===== config.mk =====
export PLATFORM = sky130hd
export DESIGN_NAME = uart_rx_fifo8
export DESIGN_NICKNAME = d
export VERILOG_FILES = /design/src/rtl/uart_rx_fifo8.sv
export SDC_FILE = /design/constraint.sdc
export NUM_CORES = 1
export LEC_CHECK = 0
export CAP_MARGIN = 40
export CORE_ASPECT_RATIO = 2
export CORE_UTILIZATION = 60
export CTS_CLUSTER_DIAMETER = 60
export DETAILED_ROUTE_END_ITERATION = 10
export DONT_BUFFER_PORTS = 1
export PLACE_DENSITY = 0.76
export SLEW_MARGIN = 10
export SYNTH_ARGS = -nofsm -noshare
export SYNTH_HDL_FRONTEND = slang
export SYNTH_SLANG_ARGS = --single-unit

===== constraint.sdc =====
create_clock -name clk -period 2.4 [get_ports clk]
set_input_delay 0.12 -clock clk [delete_from_list [all_inputs] [get_ports clk]]
set_output_delay 0.12 -clock clk [all_outputs]
set_load 0.01 [all_outputs]

===== src/rtl/uart_rx_fifo8.sv =====
module uart_rx_fifo8 #(
  parameter int DEPTH = 8,
  parameter int OSR   = 16
) (
  input  logic       clk,
  input  logic       rst_n,
  input  logic       baud_tick,
  input  logic       rxd,
  input  logic       rx_en,
  input  logic [1:0] char_len,
  input  logic       par_en,
  input  logic       par_odd,
  input  logic [1:0] irq_mode,
  input  logic       irq_en,
  input  logic       ack,
  input  logic       rd,
  output logic [7:0] rd_data,
  output logic       not_empty,
  output logic       err_parity,
  output logic       err_overrun,
  output logic       err_stop,
  output logic       irq
);
  localparam int AW = $clog2(DEPTH);
  localparam int CW = $clog2(DEPTH + 1);
  localparam int TW = $clog2(OSR);
  localparam logic [TW-1:0] T_LAST = TW'(OSR - 1);
  localparam logic [TW-1:0] T_HALF = TW'(OSR / 2 - 1);

  typedef enum logic [2:0] {S_IDLE, S_START, S_DATA, S_PAR, S_STOP} rx_state_t;

  rx_state_t       st;
  logic [TW-1:0]   tcnt;
  logic [2:0]      nbit;
  logic [7:0]      sh;
  logic            pacc, perr_r;
  logic            push, push_perr, push_serr;
  logic [7:0]      push_byte;

  logic [7:0]      mem [DEPTH];
  logic [AW-1:0]   wr_ptr, rd_ptr;
  logic [CW-1:0]   count;
  logic [7:0]      last_byte;
  logic            pop, full_ovr, thr_hit;

  assign push_byte = sh >> (2'd3 - char_len);
  assign pop       = rd && (count != 0);
  assign full_ovr  = push && (count == CW'(DEPTH)) && !pop;
  assign not_empty = (count != 0);
  assign rd_data   = not_empty ? mem[rd_ptr] : last_byte;
  assign thr_hit   = irq_en && ({1'b0, count} >= ((CW+1)'(1) << irq_mode));

  always_ff @(posedge clk or negedge rst_n) begin
    if (!rst_n) begin
      st <= S_IDLE; tcnt <= '0; nbit <= '0; sh <= '0;
      pacc <= 1'b0; perr_r <= 1'b0; push <= 1'b0;
      push_perr <= 1'b0; push_serr <= 1'b0;
    end else begin
      push <= 1'b0;
      if (!rx_en) begin
        st <= S_IDLE;
      end else if (baud_tick) begin
        tcnt <= tcnt + 1'b1;
        case (st)
          S_IDLE: if (!rxd) begin
            st <= S_START; tcnt <= '0; nbit <= '0; pacc <= 1'b0; perr_r <= 1'b0;
          end
          S_START: if (tcnt == T_HALF) begin
            tcnt <= '0;
            st   <= rxd ? S_IDLE : S_DATA;
          end
          S_DATA: if (tcnt == T_LAST) begin
            sh   <= {rxd, sh[7:1]};
            pacc <= pacc ^ rxd;
            if (nbit == {1'b1, char_len}) st <= par_en ? S_PAR : S_STOP;
            else nbit <= nbit + 1'b1;
          end
          S_PAR: if (tcnt == T_LAST) begin
            perr_r <= (pacc ^ rxd) != par_odd;
            st     <= S_STOP;
          end
          S_STOP: if (tcnt == T_LAST) begin
            push      <= 1'b1;
            push_perr <= par_en && perr_r;
            push_serr <= !rxd;
            st        <= S_IDLE;
          end
          default: st <= S_IDLE;
        endcase
      end
    end
  end

  always_ff @(posedge clk) begin
    if (push) mem[full_ovr ? wr_ptr - 1'b1 : wr_ptr] <= push_byte;
  end

  always_ff @(posedge clk or negedge rst_n) begin
    if (!rst_n) begin
      wr_ptr <= '0; rd_ptr <= '0; count <= '0; last_byte <= '0;
    end else if (!rx_en) begin
      wr_ptr <= '0; rd_ptr <= '0; count <= '0;
    end else begin
      if (push) last_byte <= push_byte;
      if (push && !full_ovr) wr_ptr <= wr_ptr + 1'b1;
      if (pop) rd_ptr <= rd_ptr + 1'b1;
      count <= count + CW'(push && !full_ovr) - CW'(pop);
    end
  end

  always_ff @(posedge clk or negedge rst_n) begin
    if (!rst_n) begin
      err_parity <= 1'b0; err_overrun <= 1'b0; err_stop <= 1'b0; irq <= 1'b0;
    end else begin
      err_parity  <= (err_parity  && !ack) || (push && push_perr);
      err_stop    <= (err_stop    && !ack) || (push && push_serr);
      err_overrun <= (err_overrun && !ack) || full_ovr;
      irq         <= ack ? 1'b0 : (irq || thr_hit);
    end
  end

  AST_COUNT_BOUND: assert property (@(posedge clk) disable iff (!rst_n)
    count <= CW'(DEPTH));
  AST_FULL_HOLDS: assert property (@(posedge clk) disable iff (!rst_n)
    (count == CW'(DEPTH) && push && !rd && rx_en) |=> (count == CW'(DEPTH)));
  AST_OVR_ONLY_FULL: assert property (@(posedge clk) disable iff (!rst_n)
    $rose(err_overrun) |-> $past(count) == CW'(DEPTH));
  AST_DISABLE_EMPTIES: assert property (@(posedge clk) disable iff (!rst_n)
    !rx_en |=> !not_empty);
  AST_ACK_DROPS_IRQ: assert property (@(posedge clk) disable iff (!rst_n)
    ack |=> !irq && !err_parity && !err_stop);
  AST_EMPTY_READ_STILL: assert property (@(posedge clk) disable iff (!rst_n)
    (rd && !not_empty && rx_en) |=> $stable(rd_ptr));
endmodule


==> results of run 1 <==
power breakdown:
part           internal, mW  leakage (nW)  total [mW]  switching, mW
combinational         0.423         0.871       0.990          0.567
clock                 0.917         0.152        1.57          0.650
sequential             2.05          1.21        2.13         0.0830
total                  3.39          2.23        4.69           1.30
worst register-to-register path: stages (launching register included):
cell and delay (ns):
dfrtp_1 0.35, inv_1 0.08, ha_1 0.24, and2_1 0.18, or3_1 0.37, o21ai_0 0.12
ha_1 0.23, fa_1 0.41, and2_1 0.14
cell usage in the layout, fill, tap and decap left out, types with 3 or more instances in the layout:
cell / count
edfxtp_1: 64
dfrtp_1: 45
nand2_1: 32
nor2_1: 25
mux2i_1: 19
o21ai_0: 19
inv_1: 18
mux2_2: 17
mux4_2: 16
ha_1: 14
buf_4: 13
and2_1: 10
o21ai_1: 9
xnor2_1: 9
clkbuf_16: 9
nand3_1: 8
a21oi_1: 7
dlygate4sd3_1: 7
nor2b_1: 6
nand2b_1: 4
xor2_1: 4
and3_1: 4
a31oi_1: 4
a211oi_1: 3
a21boi_0: 3
sequential cells by signal (all words and copies together) (netlist names), 3 cells and up:
signal,flops
last_byte,8
st,3
tcnt,4
sh,8
mem,64
count,4
nbit,3
wr_ptr,3
rd_ptr,3
routing by layer:
layer	wire, µm	GRT usage, %	vias to the layer above
met4	257	10.19	0
li1	-	-	1456
met1	3651	25.94	1529
met5	0	0	-
met2	5604	42.81	57
met3	193	4.730	19
cell families (layout without fill, tap and decap cells):
group | after synthesis | after routing | synth area share [%]
xor gates and xnor gates | 13 | 13 | 2.161
DFF | 109 | 109 | 57.83
buffers and inverters | 38 | 55 | 4.345
and+or+nand+nor | 109 | 109 | 10.71
muxes | 52 | 52 | 14.08
AOI/OAI and AO/OA | 58 | 58 | 7.170
adders and majority gates | 15 | 15 | 3.704
through the flow:
stage,std cells,hold WS [ns],utilization [%],instance area [µm²]
5_1_grt,511,0.03937,66.97,5752
6_report,511,0.01185,66.97,5752
3_5_place_dp,487,-0.1744,62.08,5331
3_3_place_gp,487,-0.1743,62.08,5331
4_1_cts,511,0.01209,66.97,5752
2_1_floorplan,394,-0.1756,-,5270
worst min-delay path by stage:
stage / from / slack, ns / depth (start not counted) / endpoint
3_3_place_gp: rst_n / -0.17 / 0 / perr_r$_DFFE_PN0P_
5_1_grt: rd / 0.04 / 3 / rd_ptr[1]$_DFFE_PN0P_
2_1_floorplan: rst_n / -0.18 / 0 / count[0]$_DFF_PN0_
4_1_cts: rd / 0.01 / 3 / rd_ptr[1]$_DFFE_PN0P_
6_report: rd / 0.01 / 3 / rd_ptr[1]$_DFFE_PN0P_
3_5_place_dp: rst_n / -0.17 / 0 / perr_r$_DFFE_PN0P_
cell type report:
class / count / area (µm²)
Sequential cell: 109 / 3048
Fill cell: 609 / 2836
Multi-Input combinational cell: 247 / 1993
Clock buffer: 9 / 225.2
Timing Repair Buffer: 21 / 195.2
Tap cell: 100 / 125.1
Clock inverter: 7 / 97.59
Inverter: 18 / 67.56
==> out/results.txt, run 1 <==
clock latency on the worst-skew pair -> 0.34 ns
worst r2r path cells -> 8
most instantiated cells after synthesis -> edfxtp_1 (64), dfrtp_1 (45), nand2_1 (32), nor2_1 (25)
Max Clk Rate -> 448.0 MHz
Ports -> 27
Stages on worst setup path -> 8
startpoint types -> flip-flop
Synth Instances -> 394
die area -> 0.009185 mm²
First-pass DRT Iterations -> 4
CTS tree -> built
Worst R2R End -> count[1]$_DFF_PN0_
initial DRC count -> 185
setup bufs post-CTS -> 0
Cell variety after synth -> 56
Sum Neg Setup Slack -> 0 ns
critical path arrival -> 2.47 ns
initial antenna violation count -> 0
CP endpoint -> count[1]$_DFF_PN0_
Setup-failing EPs final -> 0
Clock Skews -> 0.006462 ns
outcome -> complete, no violations
largest net degree at the start of global routing -> 46
crit path time final -> 2.232 ns
Antenna Cells -> 0
worst vdd ir -> 0.5033 mV
first-pass GRT wire length -> 15,600 µm
Post-Synthesis Net Count -> 423
Setup crit end kind -> flip-flop
synthesized area -> 0.005270 mm²
Total GRT Usage -> 23.87%
die height -> 134.5 µm
maxcap violations -> 0
unrepaired setup endpoints after global routing -> false
CTS buffer count -> 9
initial core utilization -> 61.36%
Crit path max-delay family -> adder cells
DR DRC count -> 0
core area -> 0.008588 mm²
Worst Tran Pin Value -> 0.8992 ns
Final period util -> 93.00%
nets@finish -> 435
CP max stage cell -> fa_1
ys async rst share -> 41.28%
WP buf/inv -> 1
Clock Tree Buf Depth -> 2
Rows -> 48
Reg-to-Reg Start -> count[2]$_DFF_PN0_
Post-synth EDFFs -> 64
DIE WIDTH -> 68.27 µm
#FFs+latches synth -> 109
final hold violation count -> 0
Lkg Pwr -> 2.230 nW
IO buf count -> 0
area growth from synthesis to layout -> 9.141%
YS warnings -> 0
clock root buffer -> clkbuf_16
Crit. Startpoint -> count[2]$_DFF_PN0_
vias in the first global route -> 3,191
post-DR wirelength/cell -> 18.99 µm
CTS hold repair buffers -> 8
Synth Flop Type -> edfxtp_1
Mapped Avg Cell Area -> 13.38 µm²
H-tree Lvls -> 3
CP cell instances -> inv_1 -> ha_1 -> and2_1 -> or3_1 -> o21ai_0 -> ha_1 -> fa_1 -> and2_1
Worst slew margin -> 39.42%
reg2reg setup slack -> 0.17 ns
Max stage delay on crit path -> 0.41 ns
Place WS -> 0.1562 ns
CP required -> 2.64 ns
Tot Pwr -> 4.686 mW
Slew Viols, Final -> 0
GR Overflow Total -> 0
share of post-route cells with drive strength above 1 -> 18.25%
most common cell in the netlist -> edfxtp_1
Post-DP HPWL -> 6835 µm
Detail Route Antenna Nets -> 0
cell taking the most area after synthesis -> edfxtp_1
WL final -> 9706 µm
sequential fraction of the synthesis area -> 57.83%
critical-path maximum fanout -> 3
power per cell area -> 814.6 mW/mm²
critical path class -> flip-flop to flip-flop
drt via density -> 5.990
ranking of synthesized cells by area -> edfxtp_1 (36%), dfrtp_1 (21%), mux4_2 (6.8%), mux2_2 (3.6%), mux2i_1 (3.6%)
Hold/Removal Path Class -> primary input to flip-flop
number of clock sinks -> 109
Synth top area share -> 36.47%
setup ws final -> 0.1679 ns
via count -> 3,061
CTS resizes -> 0
RePlAce Congestion -> 0.8102
Worst-path clk slew -> 0.07 ns
No activity file was read; power rests on OpenSTA's default activity.
==> run 2: changes to the inputs <==
--- a/config.mk
+++ b/config.mk
@@ -5,13 +5,13 @@
 export SDC_FILE = /design/constraint.sdc
 export NUM_CORES = 1
 export LEC_CHECK = 0
+export BUFFER_PORTS_ARGS = -buffer_cell sky130_fd_sc_hd__buf_2
 export CAP_MARGIN = 40
 export CORE_ASPECT_RATIO = 2
 export CORE_UTILIZATION = 60
-export CTS_CLUSTER_DIAMETER = 60
+export CTS_CLUSTER_DIAMETER = 100
 export DETAILED_ROUTE_END_ITERATION = 10
-export DONT_BUFFER_PORTS = 1
-export PLACE_DENSITY = 0.76
+export PLACE_DENSITY = 0.78
 export SLEW_MARGIN = 10
 export SYNTH_ARGS = -nofsm -noshare
 export SYNTH_HDL_FRONTEND = slang
==> constraint.sdc (replaced) <==
create_clock -name clk -period 2.4 [get_ports clk]
set_input_delay 0.48 -clock clk [delete_from_list [all_inputs] [get_ports clk]]
set_output_delay 0.48 -clock clk [all_outputs]
set_load 0.01 [all_outputs]
==> out/results.txt, run 2 (synthesized netlist as in run 1, its figures left out) <==
final hold violation count -> 0 (unchanged)
first-pass GRT wire length -> 15,630 µm (+0.18%)
vias in the first global route -> 3,301 (+3.4%)
CTS buffer count -> 9 (unchanged)
die area -> 0.009185 mm² (unchanged)
CTS hold repair buffers -> 0 (-8)
number of clock sinks -> 109 (unchanged)
Total GRT Usage -> 23.91% (+0.037 points)
dpl cells -> 519 (+6.6%)
area growth from synthesis to layout -> 10.52%
worst vdd ir -> 0.5516 mV (+9.6%)
Hold/Removal Path Class -> primary input to async pin
Crit. Startpoint -> rd_ptr[0]$_DFFE_PN0P_
Max Clk Rate -> 435.1 MHz (-2.9%)
critical path class -> flip-flop to output port
share of post-route cells with drive strength above 1 -> 24.31% (+6.1 points)
crit path time final -> 2.298 ns (+0.06624 ns)
Rows -> 48 (unchanged)
initial antenna violation count -> 0 (unchanged)
die height -> 134.5 µm (unchanged)
startpoint types -> flip-flop
Final period util -> 95.76% (+2.8 points)
max reg flops -> 64 (unchanged)
initial core utilization -> 61.36% (unchanged)
WP buf/inv -> 2 (+1)
unrepaired setup endpoints after global routing -> true
Largest regs -> mem: 64 flops, last_byte: 8 flops, sh: 8 flops
clock latency on the worst-skew pair -> 0.34 ns (about the same)
Fill cells -> 619 (+1.6%)
WL final -> 9570 µm (-1.4%)
critical-path maximum fanout -> 17 (+14)
Stages on worst setup path -> 5 (-3)
Worst-path clk slew -> 0.07 ns (about the same)
Post-DP HPWL -> 6941 µm (+1.6%)
clock root buffer -> clkbuf_16
non-filler cells, final -> 536 (+4.9%)
CP cell instances -> buf_12 -> mux4_2 -> mux2i_1 -> o21ai_1 -> buf_2
Sum Neg Setup Slack -> 0 ns (unchanged)
First-pass DRT Iterations -> 4 (unchanged)
Hold WS -> 0.2189 ns (+0.2070 ns)
drt via density -> 5.856 (-2.2%)
Crit path max-delay family -> multiplexers
RePlAce Congestion -> 0.7965 (-1.7%)
DIE WIDTH -> 68.27 µm (unchanged)
Ports -> 27 (unchanged)
CP required -> 1.92 ns (-0.72 ns)
core area -> 0.008588 mm² (unchanged)
commonest non-fill, non-tap cell in the layout -> edfxtp_1
Worst slew margin -> 45.19% (+5.8 points)
IO buf count -> 26 (+26)
Reg-to-Reg Start -> count[2]$_DFF_PN0_
register area -> 0.003048 mm² (unchanged)
Clock Tree Buf Depth -> 2 (unchanged)
CP max stage cell -> mux4_2
DR DRC count -> 0 (unchanged)
Antenna Cells -> 0 (unchanged)
Lkg Pwr -> 2.333 nW (+4.6%)
Max stage delay on crit path -> 0.51 ns (+0.10 ns)
post-DR wirelength/cell -> 17.85 µm (-6.0%)
CTS tree -> built
multi-input combinational cell area -> 0.001993 mm² (unchanged)
critical path arrival -> 1.82 ns (-0.65 ns)
Clock Skews -> 0.006872 ns (+0.0004101 ns)
largest net degree at the start of global routing -> 46 (unchanged)
Top reg by flops -> mem
GR Overflow Total -> 0 (unchanged)
most frequent cells in the layout -> edfxtp_1 (64), dfrtp_1 (45), nand2_1 (32)
Detail Route Antenna Nets -> 0 (unchanged)
Setup crit end kind -> output port
power per cell area -> 809.0 mW/mm² (-0.69%)
initial DRC count -> 153 (-17%)
H-tree Lvls -> 3 (unchanged)
Setup-failing EPs final -> 0 (unchanged)
nets@finish -> 460 (+5.7%)
Slew Viols, Final -> 0 (unchanged)
worst r2r path cells -> 8 (unchanged)
via count -> 3,139 (+2.5%)
maxcap violations -> 0 (unchanged)
reg2reg setup slack -> 0.15 ns (-0.02 ns)
outcome -> complete, no violations
Worst Tran Pin Value -> 0.8135 ns (-0.08572 ns)
==> run 2: power breakdown <==
group	internal, mW	switching (mW)	total [mW]	leakage [nW]
Clock	0.819	0.656	1.47	0.149
Combinational	0.512	0.593	1.11	0.978
Sequential	2.05	0.0866	2.13	1.21
==> run 2: per-layer routing <==
layer	part of all wire, %	track usage, %
met1	36	25.49
met2	58	42.70
met3	1.9	3.632
met4	3.3	13.08
met5	0	0
==> run 2: timing repair <==
item                                    4_1_cts  5_1_grt
endpoints found under the setup margin        0        1
gates resized for setup                       0        0
setup buffers                                 0        1
==> run 2: area by class of cell <==
type                       instances  share of cell area [%]
clock inverter                     6                   1.182
timing repair buffer              46                   5.027
multi-input combinational        247                   34.22
inverter                          18                   1.160
sequential                       109                   52.33
tap                              100                   2.148
clock buffer                      10                   3.931
==> run 2: path summary, 6_finish.rpt <==
path | endpoint
worst max-delay path | rd_data[1]
worst min-delay path | pacc$_DFFE_PN0P_
worst max register to register | count[1]$_DFF_PN0_
worst min register to register | push_serr$_DFFE_PN0P_
max in group asynchronous | err_parity$_DFF_PN0_
min in group clk | irq$_DFF_PN0_
==> run 2: through the flow <==
step                      utilization (%)  worst slack (ns)  instance area (µm²)  total power, mW
after global placement              64.26            0.2795                 5519            3.242
after floorplan                         -            0.2041                 5270            2.982
after detailed placement            64.26            0.1934                 5519            3.280
after global routing                67.82          -0.01009                 5824            4.948
final                               67.82            0.1017                 5824            4.712
after CTS                           67.73           0.05632                 5817            4.756
==> run 2: worst register-to-register path, stage by stage (launching register included) <==
cell,delay [ns]
dfrtp_1,0.35
inv_1,0.08
ha_1,0.24
and2_1,0.17
or3_1,0.37
o21ai_0,0.13
ha_1,0.25
fa_1,0.42
and2_1,0.14
